### config.mk
export PLATFORM = sky130hd
export DESIGN_NAME = flash_done_poller
export DESIGN_NICKNAME = d
export VERILOG_FILES = /design/src/rtl/fdp_pkg.sv /design/src/rtl/fdp_cmd_counter.sv /design/src/rtl/fdp_status_eval.sv /design/src/rtl/fdp_poll_limit.sv /design/src/rtl/flash_done_poller.sv
export SDC_FILE = /design/constraint.sdc
export NUM_CORES = 1
export LEC_CHECK = 0
export ABC_AREA = 1
export BUFFER_PORTS_ARGS = -buffer_cell sky130_fd_sc_hd__buf_4
export CELL_PAD_IN_SITES_DETAIL_PLACEMENT = 0
export CELL_PAD_IN_SITES_GLOBAL_PLACEMENT = 1
export CORE_ASPECT_RATIO = 1.4
export CORE_UTILIZATION = 37
export DETAILED_ROUTE_END_ITERATION = 8
export HOLD_SLACK_MARGIN = 0.06
export PLACE_DENSITY = 0.78
export SLEW_MARGIN = 20
export SYNTH_ARGS = -nofsm -noshare
export SYNTH_HDL_FRONTEND = slang
export SYNTH_SLANG_ARGS = --single-unit
export TNS_END_PERCENT = 1
### constraint.sdc
create_clock -name clk -period 3.4 [get_ports clk]
set_input_delay 0.51 -clock clk [delete_from_list [all_inputs] [get_ports clk]]
set_output_delay 0.51 -clock clk [all_outputs]
set_load 0.02 [all_outputs]
### src/rtl/fdp_pkg.sv
// Shared types for the flash completion poller.
// Assumes: nothing beyond IEEE 1800-2017.
package fdp_pkg;

    // Controller phases of one operation.
    typedef enum logic [1:0] {
        PH_IDLE = 2'd0,   // waiting for start
        PH_ARM  = 2'd1,   // counting command writes
        PH_REQ  = 2'd2,   // read request presented
        PH_WAIT = 2'd3    // waiting for read data
    } fdp_phase_e;

endpackage

### src/rtl/fdp_cmd_counter.sv
// Counts the command-write strobes of one operation and flags the last one.
// Assumes: clear_i comes with the accepted start, and is_erase_i is valid then.
module fdp_cmd_counter #(
    parameter int unsigned PROG_WRITES  = 4,
    parameter int unsigned ERASE_WRITES = 6
) (
    input  logic clk,
    input  logic rst_n,
    input  logic clear_i,
    input  logic is_erase_i,
    input  logic en_i,
    input  logic wr_i,
    output logic seq_done_o
);
    localparam int unsigned NMAX = (PROG_WRITES > ERASE_WRITES) ? PROG_WRITES : ERASE_WRITES;
    localparam int unsigned CW   = $clog2(NMAX + 1);

    logic [CW-1:0] cnt_q;
    logic [CW-1:0] need_q;

    // Latch the required count and count the strobes seen while armed.
    always_ff @(posedge clk) begin
        if (!rst_n) begin
            cnt_q  <= '0;
            need_q <= CW'(PROG_WRITES);
        end else if (clear_i) begin
            cnt_q  <= '0;
            need_q <= is_erase_i ? CW'(ERASE_WRITES) : CW'(PROG_WRITES);
        end else if (en_i && wr_i) begin
            cnt_q <= cnt_q + 1'b1;
        end
    end

    // The last strobe of the sequence ends the arming phase.
    always_comb seq_done_o = en_i && wr_i && (cnt_q == need_q - 1'b1);

    AST_WR_CNT_BOUND: assert property (@(posedge clk) disable iff (!rst_n)
        en_i |-> (cnt_q < need_q));

endmodule

### src/rtl/fdp_status_eval.sv
// Looks at one returned status word and decides completion and the error flag.
// Assumes: DW is larger than both bit positions.
module fdp_status_eval #(
    parameter int unsigned DW       = 16,
    parameter int unsigned POLL_BIT = 7,
    parameter int unsigned ERR_BIT  = 5
) (
    input  logic          toggle_i,
    input  logic          exp_bit_i,
    input  logic          have_prev_i,
    input  logic [DW-1:0] prev_i,
    input  logic [DW-1:0] cur_i,
    output logic          complete_o,
    output logic          err_flag_o
);
    logic poll_match;
    logic same_word;

    // Compare the status word in both ways; the mode picks which one is used.
    always_comb begin
        poll_match = (cur_i[POLL_BIT] == exp_bit_i);
        same_word  = have_prev_i && (cur_i == prev_i);
        complete_o = toggle_i ? same_word : poll_match;
        err_flag_o = cur_i[ERR_BIT];
    end

endmodule

### src/rtl/fdp_poll_limit.sv
// Counts plain retries and flags the read that reaches the poll limit.
// Assumes: a limit of 0 acts as 1; inc_i only comes for reads that are not last_o.
module fdp_poll_limit #(
    parameter int unsigned PCW = 10
) (
    input  logic           clk,
    input  logic           rst_n,
    input  logic           clear_i,
    input  logic [PCW-1:0] limit_i,
    input  logic           inc_i,
    output logic           last_o
);
    logic [PCW-1:0] lim_q;
    logic [PCW-1:0] cnt_q;
    logic [PCW:0]   next_cnt;

    // Latch the limit at start and count the retries.
    always_ff @(posedge clk) begin
        if (!rst_n) begin
            lim_q <= '0;
            cnt_q <= '0;
        end else if (clear_i) begin
            lim_q <= limit_i;
            cnt_q <= '0;
        end else if (inc_i) begin
            cnt_q <= cnt_q + 1'b1;
        end
    end

    // The current read is the last allowed one once the count reaches the limit.
    always_comb begin
        next_cnt = {1'b0, cnt_q} + 1'b1;
        last_o   = (lim_q == '0) || (next_cnt >= {1'b0, lim_q});
    end

    AST_POLL_BOUND: assert property (@(posedge clk) disable iff (!rst_n)
        (lim_q != '0) |-> (cnt_q < lim_q));

endmodule

### src/rtl/flash_done_poller.sv
// Host-side poller that decides when a flash program or erase has finished.
// Waits for the command sequence, then reads the target address one request at a time.
// Stops on completion, on a confirmed error bit, or at the poll limit.
// Assumes: the responder returns exactly one rd_rvalid_i per accepted request, at least
// one cycle after acceptance; rd_rvalid_i outside a pending read is ignored.
module flash_done_poller
    import fdp_pkg::*;
#(
    parameter int unsigned AW           = 18,
    parameter int unsigned DW           = 16,
    parameter int unsigned PCW          = 10,
    parameter int unsigned PROG_WRITES  = 4,
    parameter int unsigned ERASE_WRITES = 6,
    parameter int unsigned POLL_BIT     = 7,
    parameter int unsigned ERR_BIT      = 5
) (
    input  logic           clk,
    input  logic           rst_n,
    input  logic           start_i,
    input  logic           erase_i,
    input  logic           toggle_mode_i,
    input  logic [AW-1:0]  addr_i,
    input  logic [DW-1:0]  expect_i,
    input  logic [PCW-1:0] max_polls_i,
    input  logic           cmd_wr_i,
    output logic           rd_req_o,
    output logic [AW-1:0]  rd_addr_o,
    input  logic           rd_ready_i,
    input  logic           rd_rvalid_i,
    input  logic [DW-1:0]  rd_rdata_i,
    output logic           busy_o,
    output logic           done_o,
    output logic           err_o,
    output logic           err_timeout_o,
    output logic           reset_req_o,
    input  logic           reset_ack_i
);
    fdp_phase_e     phase_q;
    logic [AW-1:0]  addr_q;
    logic           exp_bit_q;
    logic           toggle_q;
    logic           have_prev_q;
    logic [DW-1:0]  prev_q;
    logic           confirm_q;
    logic           done_q;
    logic           err_q;
    logic           tmo_q;
    logic           rstreq_q;

    logic           accept_start;
    logic           seq_done;
    logic           rsp_take;
    logic           complete;
    logic           err_flag;
    logic           poll_last;
    logic           retry_inc;

    // Decode the events that drive the controller.
    always_comb begin
        accept_start = (phase_q == PH_IDLE) && start_i && !rstreq_q;
        rsp_take     = (phase_q == PH_WAIT) && rd_rvalid_i;
        retry_inc    = rsp_take && !complete && !confirm_q && !err_flag && !poll_last;
    end

    fdp_cmd_counter #(
        .PROG_WRITES  (PROG_WRITES),
        .ERASE_WRITES (ERASE_WRITES)
    ) u_cmd_cnt (
        .clk        (clk),
        .rst_n      (rst_n),
        .clear_i    (accept_start),
        .is_erase_i (erase_i),
        .en_i       (phase_q == PH_ARM),
        .wr_i       (cmd_wr_i),
        .seq_done_o (seq_done)
    );

    fdp_status_eval #(
        .DW       (DW),
        .POLL_BIT (POLL_BIT),
        .ERR_BIT  (ERR_BIT)
    ) u_eval (
        .toggle_i    (toggle_q),
        .exp_bit_i   (exp_bit_q),
        .have_prev_i (have_prev_q),
        .prev_i      (prev_q),
        .cur_i       (rd_rdata_i),
        .complete_o  (complete),
        .err_flag_o  (err_flag)
    );

    fdp_poll_limit #(
        .PCW (PCW)
    ) u_limit (
        .clk     (clk),
        .rst_n   (rst_n),
        .clear_i (accept_start),
        .limit_i (max_polls_i),
        .inc_i   (retry_inc),
        .last_o  (poll_last)
    );

    // Main controller: arm, request, wait, and decide the outcome of each response.
    always_ff @(posedge clk) begin
        if (!rst_n) begin
            phase_q     <= PH_IDLE;
            addr_q      <= '0;
            exp_bit_q   <= 1'b0;
            toggle_q    <= 1'b0;
            have_prev_q <= 1'b0;
            prev_q      <= '0;
            confirm_q   <= 1'b0;
            done_q      <= 1'b0;
            err_q       <= 1'b0;
            tmo_q       <= 1'b0;
            rstreq_q    <= 1'b0;
        end else begin
            done_q <= 1'b0;
            err_q  <= 1'b0;
            tmo_q  <= 1'b0;
            if (reset_ack_i) begin
                rstreq_q <= 1'b0;
            end
            unique case (phase_q)
                PH_IDLE: begin
                    if (accept_start) begin
                        addr_q      <= addr_i;
                        exp_bit_q   <= erase_i ? 1'b1 : expect_i[POLL_BIT];
                        toggle_q    <= toggle_mode_i;
                        have_prev_q <= 1'b0;
                        confirm_q   <= 1'b0;
                        phase_q     <= PH_ARM;
                    end
                end
                PH_ARM: begin
                    if (seq_done) begin
                        phase_q <= PH_REQ;
                    end
                end
                PH_REQ: begin
                    if (rd_ready_i) begin
                        phase_q <= PH_WAIT;
                    end
                end
                PH_WAIT: begin
                    if (rsp_take) begin
                        prev_q      <= rd_rdata_i;
                        have_prev_q <= 1'b1;
                        if (complete) begin
                            done_q  <= 1'b1;
                            phase_q <= PH_IDLE;
                        end else if (confirm_q) begin
                            err_q    <= 1'b1;
                            rstreq_q <= 1'b1;
                            phase_q  <= PH_IDLE;
                        end else if (err_flag) begin
                            confirm_q <= 1'b1;
                            phase_q   <= PH_REQ;
                        end else if (poll_last) begin
                            err_q   <= 1'b1;
                            tmo_q   <= 1'b1;
                            phase_q <= PH_IDLE;
                        end else begin
                            phase_q <= PH_REQ;
                        end
                    end
                end
                default: phase_q <= PH_IDLE;
            endcase
        end
    end

    // Drive the ports from the registered state.
    always_comb begin
        rd_req_o      = (phase_q == PH_REQ);
        rd_addr_o     = addr_q;
        busy_o        = (phase_q != PH_IDLE);
        done_o        = done_q;
        err_o         = err_q;
        err_timeout_o = tmo_q;
        reset_req_o   = rstreq_q;
    end

    AST_REQ_HOLD: assert property (@(posedge clk) disable iff (!rst_n)
        (rd_req_o && !rd_ready_i) |=> (rd_req_o && $stable(rd_addr_o)));
    AST_ONE_IN_FLIGHT: assert property (@(posedge clk) disable iff (!rst_n)
        (rd_req_o && rd_ready_i) |=> !rd_req_o);
    AST_DONE_ERR_EXCL: assert property (@(posedge clk) disable iff (!rst_n)
        !(done_o && err_o));
    AST_DONE_AFTER_RSP: assert property (@(posedge clk) disable iff (!rst_n)
        done_o |-> $past(rd_rvalid_i));
    AST_RSTREQ_HOLD: assert property (@(posedge clk) disable iff (!rst_n)
        (reset_req_o && !reset_ack_i) |=> reset_req_o);
    AST_RSTREQ_QUIET: assert property (@(posedge clk) disable iff (!rst_n)
        reset_req_o |-> (!busy_o && !rd_req_o));
    AST_TMO_WITH_ERR: assert property (@(posedge clk) disable iff (!rst_n)
        err_timeout_o |-> (err_o && !reset_req_o));

endmodule

==> key figures <==
Outcome
  – Status: complete, no violations

Synthesis
  – Most frequent cell after synthesis: nand2_1
  – Synthesized instance count: 467
  – Top post-synthesis cells by area: dfxtp_1, nand2_1, o21ai_0
  – Syn_area_per_cell: 7.12 um2
  – Post-synth ARST share: 0%
  – Ys flop type: dfxtp_1
  – Synth area leader: dfxtp_1
  – Synth Cell Area: 0.00333 mm2
  – Most frequent cells after synthesis: nand2_1, dfxtp_1, nor2_1, inv_1, o21ai_0
  – Post-synth top area share: 40.9%
  – Synthesized flop and latch total: 68
  – Register area share after synthesis: 40.9%
  – Number of synthesized flops with an enable pin: 0
  – Yosys cell types: 30
  – Mapped Nets: 548
  – Ys Warns: 0

Setup path
  – Crit path max-delay family: simple AND/OR/NAND/NOR gates
  – CP Cell Sequence: ha_1 -> and3_4 -> nand3_2 -> nor2_1 -> xnor2_1 -> inv_1 -> ha_1 -> nand2_1 -> inv_1 -> nand2_1 -> nand2_1 -> nor3_2 -> nand2_4 -> nor2_8 -> nand2_1 -> a21oi_2
  – CP max-delay cell: dfxtp_1
  – CP max stage delay: 460 ps
  – Req. time, crit path: 3670 ps
  – Crit Path Class: register to register
  – Worst path bufs/invs: 2
  – Crit Reg-Reg Endpoint: u_limit.cnt_q[7]
  – WP data arrival: 3030 ps
  – Reg-to-Reg Start: u_limit.cnt_q[0]
  – Cell mode on critical path: nand2_1
  – Register-to-register setup slack: 640 ps
  – Crit Path Max Fanout: 13
  – FF-to-FF path depth: 16
  – Worst setup SP type: register
  – Critical path capture point type: register

CTS
  – Post-CTS setup buffers: 0
  – Post_cts resized: 0
  – CTS Root Cell: clkbuf_16
  – CTS Buf Count: 9
  – CTS H-tree lvls: 3
  – Clock sink total: 68
  – TritonCTS clock tree: built
  – Skew-Pair Late Insertion Delay: 330 ps
  – Cts hold-fix bufs: 0
  – Clock transition at path regs: 60 ps
  – Buffer depth of the longest clock path: 2

Pwr
  – Max IR drop VDD: 364 uV
  – Leakage power total: 1.97 nW
  – Power per standard cell area: 649 mW/mm2

Route
  – TritonRoute pass-1 iters: 4
  – Vias/cell: 4.71
  – DR iter-0 viols: 142
  – # DRC: 0
  – Vias: 3063
  – Routed Antenna Nets: 0
  – Overall routed net length: 7.78 mm
  – DR WL/cell: 12.0 um

STA
  – Relative slew slack: 55.6%
  – Final period util: 81.3%
  – Setup ws final: 637 ps
  – Min cycle time layout: 2760 ps
  – Slew @ Worst Pin: 665 ps
  – Fmax achieved: 362 MHz
  – # setup viols final: 0
  – Setup Skew: 6.44 ps
  – Setup TNS Final: 0 ps
  – Slew Limit Fails: 0
  – Unrepaired setup endpoints after global routing: false
  – Final Hold Vio Count: 0

Floorplanning
  – I/O pin total: 93
  – Starting Density: 38.4%
  – Num rows: 40
  – Core Region: 0.00866 mm2
  – Chip Height: 114 um
  – Chip width: 82.1 um
  – Die Area: 0.00938 mm2

Min path
  – Hold Path Origin: reset_ack_i
  – Hold Path Class: input port to register
  – Hold endpoint: reset_req_o
  – WHS Path Cells: 2

Finish
  – Final net count: 621
  – Finished Cell Area: 0.00426 mm2
  – Antenna fix cells: 0
  – Layout cells sized above 1: 21.1%
  – Synth-to-layout area growth: 28.1%

Global route
  – Vias in the first global route: 2765
  – Tot GR Track Use: 17.8%
  – Global-route wire length before repair: 12.7 mm
  – Largest net degree at the start of global routing: 51
  – GRT overflow: 0
  – Antenna violations before repair: 0

Place
  – Placed cell areas: 0.00397 mm2
  – Post-DP HPWL: 5.56 mm
  – IO Port Bufs: 77
  – Post-place setup slack: 648 ps
  – Placer Congestion: 0.727

Flow run
  – # Max-Cap Violations: 0
## worst reg2reg max path, stage by stage (launching register included)
cell     delay [ps]
dfxtp_1         460
ha_1            240
and3_4          210
nand3_2         110
nor2_1          140
xnor2_1         130
inv_1            70
ha_1            260
nand2_1          70
inv_1            40
nand2_1          50
nand2_1          60
nor3_2          240
nand2_4         180
nor2_8          230
nand2_1         100
a21oi_2         130
## worst max-delay path by stage
stage,depth (start not counted),from,end
floorplan,16,u_limit.cnt_q[0],u_limit.cnt_q[7]
global route,16,u_limit.cnt_q[0],u_limit.cnt_q[4]
global placement,16,u_limit.cnt_q[0],u_limit.cnt_q[7]
finish,16,u_limit.cnt_q[0],u_limit.cnt_q[7]
detailed placement,16,u_limit.cnt_q[0],u_limit.cnt_q[7]
CTS,16,u_limit.cnt_q[0],u_limit.cnt_q[1]
## cell families after synthesis
family,count (synthesis),synth area share [%]
xor+xnor,11,3.12
flops,68,40.9
simple gates,190,25.8
compound gates,106,16.1
fa+ha+maj,12,4.51
buf+inv,80,9.52
## layout by cell type (no fill, tap or decap)
| master | synthesis | routed |
|---|---|---|
| xor2_1 | 5 | 5 |
| nand2_4 | 1 | 1 |
| dfxtp_1 | 68 | 68 |
| nor3_1 | 3 | 3 |
| inv_6 | 0 | 1 |
| nand2_2 | 2 | 2 |
| bufinv_16 | 0 | 1 |
| a21oi_1 | 44 | 44 |
| nor2_8 | 1 | 1 |
| and3_4 | 1 | 1 |
| buf_4 | 0 | 78 |
| xnor2_1 | 5 | 5 |
| nand3b_1 | 2 | 2 |
| a21oi_2 | 1 | 1 |
| nor3b_2 | 1 | 1 |
| o21ai_0 | 51 | 51 |
| xnor2_2 | 1 | 1 |
| nor2_2 | 3 | 3 |
| inv_2 | 3 | 3 |
| clkbuf_1 | 13 | 1 |
| nor2_1 | 63 | 63 |
| o21ai_1 | 8 | 8 |
| nand3_1 | 4 | 4 |
| clkbuf_16 | 0 | 9 |
| clkinv_2 | 0 | 2 |
| nand3_2 | 2 | 2 |
| clkinvlp_4 | 0 | 2 |
| ha_1 | 12 | 12 |
| nand2_1 | 94 | 94 |
| nand3_4 | 1 | 1 |
| o22ai_1 | 2 | 2 |
| nor3_2 | 5 | 5 |
| nand4_1 | 7 | 7 |
| inv_1 | 61 | 61 |
## state kept, by name, summed over array words and instances, names as in the netlist, 2 cells and up
register         flops
prev_q              16
u_limit.cnt_q       10
u_limit.lim_q       10
u_cmd_cnt.cnt_q      3
rd_addr_o           18
phase_q              2
## layout make-up
| class | instances | area [um2] |
|---|---|---|
| fill | 884 | 4400 |
| multi-input combinational | 319 | 1650 |
| sequential | 68 | 1360 |
| timing repair buffer | 78 | 586 |
| inverter | 64 | 240 |
| clock buffer | 10 | 229 |
| tap | 105 | 131 |
| clock inverter | 6 | 63.8 |
## report_power, final
part           switching (mW)  total, mW  internal [mW]
combinational           0.544      0.850          0.306
sequential             0.0651      0.995          0.930
clock                   0.353      0.921          0.567
total                   0.963       2.77           1.80
## layer usage
metal / global-route usage [%] / vias to the layer above / wire length [um]
li1: - / 1636 / -
met1: 20.9 / 1367 / 3460
met2: 30.5 / 51 / 3890
met3: 4.30 / 9 / 303
met4: 6.78 / 0 / 127
met5: 0 / - / 0
## per-stage QoR
stage / utilization (%) / instances / total power, mW / hold slack [ps]
floorplan: - / 467 / 1.60 / 429
global placement: 45.8 / 634 / 1.86 / 450
detailed placement: 45.8 / 634 / 1.88 / 455
CTS: 49.2 / 650 / 2.81 / 374
global route: 49.2 / 650 / 2.95 / 387
finish: 49.2 / 650 / 2.77 / 381
Power figures use the tool's default switching activity.
